$ cat src/rtl/wbi_pkg.sv
package wbi_pkg;

  // index of the highest set bit (0 for zero)
  function automatic int top_bit(input logic [63:0] v);
    int r;
    r = 0;
    for (int b = 0; b < 64; b++)
      if (v[b]) r = b;
    return r;
  endfunction

  function automatic int ones(input logic [63:0] v);
    int r;
    r = 0;
    for (int b = 0; b < 64; b++)
      if (v[b]) r++;
    return r;
  endfunction

  function automatic int low_bit(input logic [63:0] v);
    int r;
    r = 0;
    for (int b = 63; b >= 0; b--)
      if (v[b]) r = b;
    return r;
  endfunction

endpackage

$ cat src/rtl/wbi_decode.sv
module wbi_decode #(
  parameter int AW   = 16,
  parameter int NS   = 3,
  parameter int NWIN = 4,
  parameter logic [NS*NWIN*AW-1:0] BASES = '0,
  parameter logic [NS*NWIN*AW-1:0] SIZES = '1
) (
  input  logic [AW-1:0] adr,
  output logic [NS-1:0] match
);
  logic [NS*NWIN-1:0] hit;

  for (genvar s = 0; s < NS; s++) begin : g_slv
    for (genvar w = 0; w < NWIN; w++) begin : g_win
      localparam int IDX = s*NWIN + w;
      localparam logic [AW-1:0] SZ = SIZES[IDX*AW +: AW];
      localparam logic [AW-1:0] BS = BASES[IDX*AW +: AW];
      localparam int K = wbi_pkg::top_bit(64'(SZ));
      if (SZ == {AW{1'b1}}) begin : g_off
        assign hit[IDX] = 1'b0;
      end else begin : g_on
        assign hit[IDX] = (((adr ^ BS) >> K) == '0);
      end
    end
    assign match[s] = |hit[s*NWIN +: NWIN];
  end
endmodule

$ cat src/rtl/wbi_arb.sv
module wbi_arb #(
  parameter int NM = 3,
  parameter int PW = 4,
  parameter logic [NM*PW-1:0] PRIO = '0
) (
  input  logic          clk,
  input  logic          rst,
  input  logic [NM-1:0] cyc,
  output logic [NM-1:0] gnt
);
  if (NM == 1) begin : g_single
    assign gnt = 1'b1;
  end else begin : g_multi
    logic [NM-1:0] pick, gnt_q;

    always_comb begin
      logic [PW-1:0] bestp;
      logic found;
      int idx;
      pick  = '0;
      bestp = '0;
      found = 1'b0;
      idx   = 0;
      for (int i = 0; i < NM; i++) begin
        if (cyc[i] && (!found || PRIO[i*PW +: PW] > bestp)) begin
          found = 1'b1;
          bestp = PRIO[i*PW +: PW];
          idx   = i;
        end
      end
      if (found) pick[idx] = 1'b1;
    end

    assign gnt = (|gnt_q) ? gnt_q : pick;

    always_ff @(posedge clk) begin
      if (rst) gnt_q <= '0;
      else     gnt_q <= gnt & cyc;
    end


    gnt_onehot_chk: assert property (@(posedge clk) disable iff (rst)
      $onehot0(gnt));

    owner_hold_chk: assert property (@(posedge clk) disable iff (rst)
      (|(gnt & cyc)) |=> (gnt == $past(gnt)));
  end
endmodule

$ cat src/rtl/wbi_rmux.sv
module wbi_rmux #(
  parameter int NS = 3,
  parameter int DW = 32,
  parameter logic [NS-1:0] READABLE = '1,
  parameter logic [NS-1:0] ERR_EN   = '0,
  parameter logic [NS-1:0] RTY_EN   = '0
) (
  input  logic [NS-1:0]    sel,
  input  logic [NS*DW-1:0] s_dat_r,
  input  logic [NS-1:0]    s_ack,
  input  logic [NS-1:0]    s_err,
  input  logic [NS-1:0]    s_rty,
  output logic [DW-1:0]    dat,
  output logic             ack,
  output logic             err,
  output logic             rty
);
  localparam int NRD   = wbi_pkg::ones(64'(READABLE));
  localparam int FIRST = wbi_pkg::low_bit(64'(READABLE));

  if (NRD == 1) begin : g_pass
    assign dat = s_dat_r[FIRST*DW +: DW];
  end else begin : g_andor
    always_comb begin
      dat = '0;
      for (int j = 0; j < NS; j++)
        dat |= s_dat_r[j*DW +: DW] & {DW{sel[j] & READABLE[j]}};
    end
  end

  assign ack = |(s_ack & sel);
  assign err = |(s_err & sel & ERR_EN);
  assign rty = |(s_rty & sel & RTY_EN);
endmodule

$ cat src/rtl/wbi_shared_bus.sv
module wbi_shared_bus #(
  parameter int NM = 3,
  parameter int NS = 3,
  parameter int AW = 16,
  parameter int DW = 32,
  parameter int GRAN = 8,
  parameter int PW = 4,
  parameter bit SEL_BY_CYC = 1'b0,
  parameter logic [NM*PW-1:0] M_PRIO   = {4'd2, 4'd2, 4'd1},
  parameter logic [NM-1:0]    M_ERR_EN = 3'b101,
  parameter logic [NM-1:0]    M_RTY_EN = 3'b011,
  parameter logic [NS-1:0]    S_HAS_CYC = 3'b011,
  parameter logic [NS-1:0]    S_READ    = 3'b011,
  parameter logic [NS-1:0]    S_ERR_EN  = 3'b001,
  parameter logic [NS-1:0]    S_RTY_EN  = 3'b010,
  parameter logic [NS*4*AW-1:0] WIN_BASE = {
    16'h0000, 16'h0000, 16'h4100, 16'h4000,
    16'h0000, 16'h0000, 16'h6000, 16'h2000,
    16'h0000, 16'h0000, 16'h8000, 16'h0000},
  parameter logic [NS*4*AW-1:0] WIN_SIZE = {
    16'hFFFF, 16'hFFFF, 16'h0010, 16'h0010,
    16'hFFFF, 16'hFFFF, 16'hFFFF, 16'h2000,
    16'hFFFF, 16'hFFFF, 16'h0100, 16'h1000},
  localparam int LANES = (DW >= 2*GRAN) ? DW/GRAN : 1
) (
  input  logic              clk,
  input  logic              rst,
  input  logic [NM-1:0]     m_cyc,
  input  logic [NM-1:0]     m_stb,
  input  logic [NM-1:0]     m_we,
  input  logic [NM*AW-1:0]  m_adr,
  input  logic [NM*DW-1:0]  m_dat_w,
  input  logic [NM*LANES-1:0] m_sel,
  output logic [DW-1:0]     m_dat_r,
  output logic [NM-1:0]     m_ack,
  output logic [NM-1:0]     m_err,
  output logic [NM-1:0]     m_rty,
  output logic [NS-1:0]     s_cyc,
  output logic [NS-1:0]     s_stb,
  output logic              s_we,
  output logic [AW-1:0]     s_adr,
  output logic [DW-1:0]     s_dat_w,
  output logic [LANES-1:0]  s_sel,
  input  logic [NS*DW-1:0]  s_dat_r,
  input  logic [NS-1:0]     s_ack,
  input  logic [NS-1:0]     s_err,
  input  logic [NS-1:0]     s_rty
);
  if (SEL_BY_CYC && (S_HAS_CYC != {NS{1'b1}})) begin : g_cfg_bad
    $error("cycle-qualified select needs a cycle input on every slave");
  end

  logic [NM-1:0] gnt;
  logic          bus_cyc, bus_stb;
  logic [NS-1:0] match, slv_sel;
  logic [DW-1:0] r_dat;
  logic          r_ack, r_err, r_rty, nomatch, dflt_err;

  wbi_arb #(.NM(NM), .PW(PW), .PRIO(M_PRIO)) arb_i (
    .clk(clk), .rst(rst), .cyc(m_cyc), .gnt(gnt));

  // and-or request mux, owner selected by the one-hot grant
  always_comb begin
    bus_cyc = 1'b0;
    bus_stb = 1'b0;
    s_we    = 1'b0;
    s_adr   = '0;
    s_dat_w = '0;
    for (int i = 0; i < NM; i++) begin
      bus_cyc |= m_cyc[i] & gnt[i];
      bus_stb |= m_stb[i] & gnt[i];
      s_we    |= m_we[i]  & gnt[i];
      s_adr   |= m_adr[i*AW +: AW]   & {AW{gnt[i]}};
      s_dat_w |= m_dat_w[i*DW +: DW] & {DW{gnt[i]}};
    end
  end

  if (LANES > 1) begin : g_lanes
    always_comb begin
      s_sel = '0;
      for (int i = 0; i < NM; i++)
        s_sel |= m_sel[i*LANES +: LANES] & {LANES{gnt[i]}};
    end
  end else begin : g_nolanes
    assign s_sel = 1'b1;
  end

  wbi_decode #(.AW(AW), .NS(NS), .NWIN(4), .BASES(WIN_BASE), .SIZES(WIN_SIZE))
    dec_i (.adr(s_adr), .match(match));

  if (SEL_BY_CYC) begin : g_cycsel
    assign slv_sel = match & {NS{bus_cyc}};
    assign s_stb   = slv_sel & {NS{bus_stb}};
  end else begin : g_stbsel
    assign slv_sel = match & {NS{bus_stb}};
    assign s_stb   = slv_sel;
  end
  assign s_cyc = match & {NS{bus_cyc}} & S_HAS_CYC;

  wbi_rmux #(.NS(NS), .DW(DW), .READABLE(S_READ), .ERR_EN(S_ERR_EN),
             .RTY_EN(S_RTY_EN)) rmux_i (
    .sel(slv_sel), .s_dat_r(s_dat_r), .s_ack(s_ack), .s_err(s_err),
    .s_rty(s_rty), .dat(r_dat), .ack(r_ack), .err(r_err), .rty(r_rty));

  assign nomatch  = ~|match;
  assign dflt_err = (|S_ERR_EN) & nomatch & bus_cyc & bus_stb;

  assign m_dat_r = r_dat;
  assign m_ack   = gnt & {NM{r_ack}};
  assign m_err   = gnt & M_ERR_EN & {NM{r_err | dflt_err}};
  assign m_rty   = gnt & M_RTY_EN & {NM{r_rty}};


  gap_quiet_chk: assert property (@(posedge clk) disable iff (rst)
    nomatch |-> (s_stb == '0));

  one_target_chk: assert property (@(posedge clk) disable iff (rst)
    $onehot0(s_stb));

  ack_source_chk: assert property (@(posedge clk) disable iff (rst)
    (|m_ack) |-> (|(s_ack & slv_sel)));

  idle_quiet_chk: assert property (@(posedge clk) disable iff (rst)
    (m_cyc == '0 && $past(m_cyc) == '0) |-> (s_cyc == '0 && m_ack == '0));
endmodule

$ cat config.mk
export PLATFORM = sky130hd
export DESIGN_NAME = wbi_shared_bus
export DESIGN_NICKNAME = d
export VERILOG_FILES = /design/src/rtl/wbi_pkg.sv /design/src/rtl/wbi_decode.sv /design/src/rtl/wbi_arb.sv /design/src/rtl/wbi_rmux.sv /design/src/rtl/wbi_shared_bus.sv
export SDC_FILE = /design/constraint.sdc
export NUM_CORES = 1
export LEC_CHECK = 0
export BUFFER_PORTS_ARGS = -buffer_cell sky130_fd_sc_hd__buf_2
export CAP_MARGIN = 20
export CORE_AREA = 8 8 139 141
export DETAILED_ROUTE_END_ITERATION = 6
export DIE_AREA = 0 0 147 149
export GPL_TIMING_DRIVEN = 0
export PLACE_DENSITY = 0.5
export RECOVER_POWER = 25
export SYNTH_ARGS = -nofsm -noshare
export SYNTH_HDL_FRONTEND = slang
export SYNTH_SLANG_ARGS = --single-unit
export TNS_END_PERCENT = 1
$ cat constraint.sdc
create_clock -name clk -period 6.18 [get_ports clk]
set_clock_uncertainty 0.2 [all_clocks]
set_input_delay 0.309 -clock clk [delete_from_list [all_inputs] [get_ports clk]]
set_output_delay 0.309 -clock clk [all_outputs]
set_load 0.02 [all_outputs]
==> flow_summary.ini <==
[worst_hold_path]
holdCritPathClass = in -> reg

[pwr]
ir_drop_v = 0.0000886
p_leak_nw = 2.19
powerDensity_nw_per_um2 = 135
power.total_uw = 504

[logic_synthesis]
synthArstFlopShare = 0
syn_inst = 246
ys_warn_count = 0
ys_ff_latch = 3
synth-edff-count = 0
ys.flop_type = dfxtp_1
yosysUniqueCellTypes = 43
synth_area_leaders = a222oi_1 29%, a22o_1 16%, inv_1 11%, a221o_1 5.7%, dfxtp_1 3.4%
synth_top_area_share = 0.286
syn-cell-area_um2 = 1750
seq_area_frac_synth = 0.0343
synth_area_per_cell_um2 = 7.11
synth_top_cell_by_area = a222oi_1

[place]
dp_hpwl_um = 14500
preCtsSetupSlack_ps = 2200
numPortBuffers = 332
place_area_um2 = 3700
place.gp.congestion = 0.805

[clocking]
cts-root-buf = clkbuf_16
clockBufferDepth = 2
ctsResizeCount = 0
cts_setup_buffers = 0
cts_hold_buf = 0
clkLatencyLatePin_ps = 230
cts_tree = built
clk_pin_slew_ps = 30
cts_htree_levels = 1
clock-sinks = 3
cts_buffers = 3

[timing]
setup_tns_ps = 0
fin_crit_sh = 0.731
layout_min_cycle_time_ps = 4520
maxSlewHeadroom = 0.0584
setup_viol = 0
max_freq_mhz = 221
slew_viol_final = 0
setup_ws_ps = 1660
hold_viol_final = 0
rsz0062_at_grt = false
worstMarginPinSlew_ps = 1410

[die]
die_w_um = 147
start_util = 0.103
die_h_um = 149
ioPinCount = 372
design.die.area_um2 = 21900
core_area_um2 = 17100
rows = 48

[grt]
grt_overflow = 0
grt_max_degree = 11
antenna_found_initial = 2
grt.total_usage = 0.135
grt_pass1_vias = 3894
grt_pass1_wl_um = 23000

[routing]
drt_pass1_iterations = 6
avgViaCountPerCell = 4.46
dr.first_iter.drc_count = 264
drc = 0
vias = 3615
totalWireLength_um = 16200
wl_per_cell_um = 20.0
final_antenna_net_count = 0

[setup_path]
critPathTopFamily = simple AND/OR/NAND/NOR gates
cp_cell_sequence = clkbuf_1, nor3b_1, or2_0, buf_6, a222oi_1, buf_2, nor2_2, buf_2, nand2_1, nor2_1, buf_2
critical_path.max_stage_delay_ps = 1190
crit_type = reg -> out
cp.required_ps = 5670
critPathLaunchType = flop
crit_slowest_cell = nor3b_1
critical_path.max_fanout = 10
arrival_ps = 4010
cp_num_buf_inv = 5
crit_path_end_kind = output port
cp_common_cell = buf_2

[finish]
top_regs = arb_i.g_multi.gnt_q x3
fin_util = 0.219
mostFrequentLayoutCell = buf_2
top_register = arb_i.g_multi.gnt_q
syn_to_final_growth_pct = 114
final_nets = 858
largest_reg_flops = 3
antenna_cells = 0
final_cell_mix = 318 x buf_2, 53 x inv_1, 50 x a222oi_1
drive_gt1_frac = 0.571
post-route-cell-area_um2 = 3740

[run_status]
status = finished, final reports clean

[run]
max_cap_violations = 0
[synth_stat cells, types with 2 or more instances]
cell type,number
a222oi_1,50
buf_6,4
buf_2,4
buf_4,5
a22oi_1,5
inv_1,53
nor3b_1,4
a21oi_1,3
a22o_1,32
nand2b_1,2
o21ai_0,11
nor2_1,10
dfxtp_1,3
a221o_1,10
nor3_1,5
clkbuf_1,16
or2_1,3
[cell families (layout without fill, tap and decap cells)]
family | Yosys count | after routing | synth area share
buf+inv | 84 | 421 | 0.212
flops | 3 | 3 | 0.0343
simple gates | 39 | 39 | 0.145
compound gates | 119 | 119 | 0.607
other cells | 1 | 3 | 0.00214
[through the flow]
stage               hold WS [ps]  cells
floorplan                    185    248
global placement             313    805
detailed placement           313    806
CTS                         79.0    810
global route                94.2    810
finish                      81.0    810
[cell type report]
| type | instances | area, um^2 |
|---|---|---|
| clock buffer | 4 | 78.8 |
| tap | 225 | 282 |
| fill | 1977 | 13300 |
| multi-input combinational | 161 | 1310 |
| inverter | 53 | 199 |
| sequential | 3 | 60.1 |
| timing repair buffer | 333 | 1640 |
| buffer | 31 | 168 |
[routing by layer]
metal	vias up	track usage	wire (um)
met5	-	0	23
li1	1687	-	-
met2	264	0.259	8320
met4	4	0.0240	142
met3	12	0.0510	1760
met1	1648	0.137	5980
[where the power goes]
| part | internal, mW | total (mW) | switching [mW] |
|---|---|---|---|
| sequential | 0.0202 | 0.0209 | 0.000692 |
| combinational | 0.153 | 0.377 | 0.225 |
| clock | 0.0853 | 0.105 | 0.0198 |
[path summary, 6_finish.rpt]
kind | cells past startpoint | slack, ps | start | to
max | 11 | 1660 | arb_i.g_multi.gnt_q[0] | m_rty[1]
min | 2 | 80 | rst | arb_i.g_multi.gnt_q[2]
max reg2reg | 4 | 3600 | arb_i.g_multi.gnt_q[0] | arb_i.g_multi.gnt_q[1]
min reg2reg | 3 | 680 | arb_i.g_multi.gnt_q[1] | arb_i.g_multi.gnt_q[2]
No activity file was read; power rests on OpenSTA's default activity.
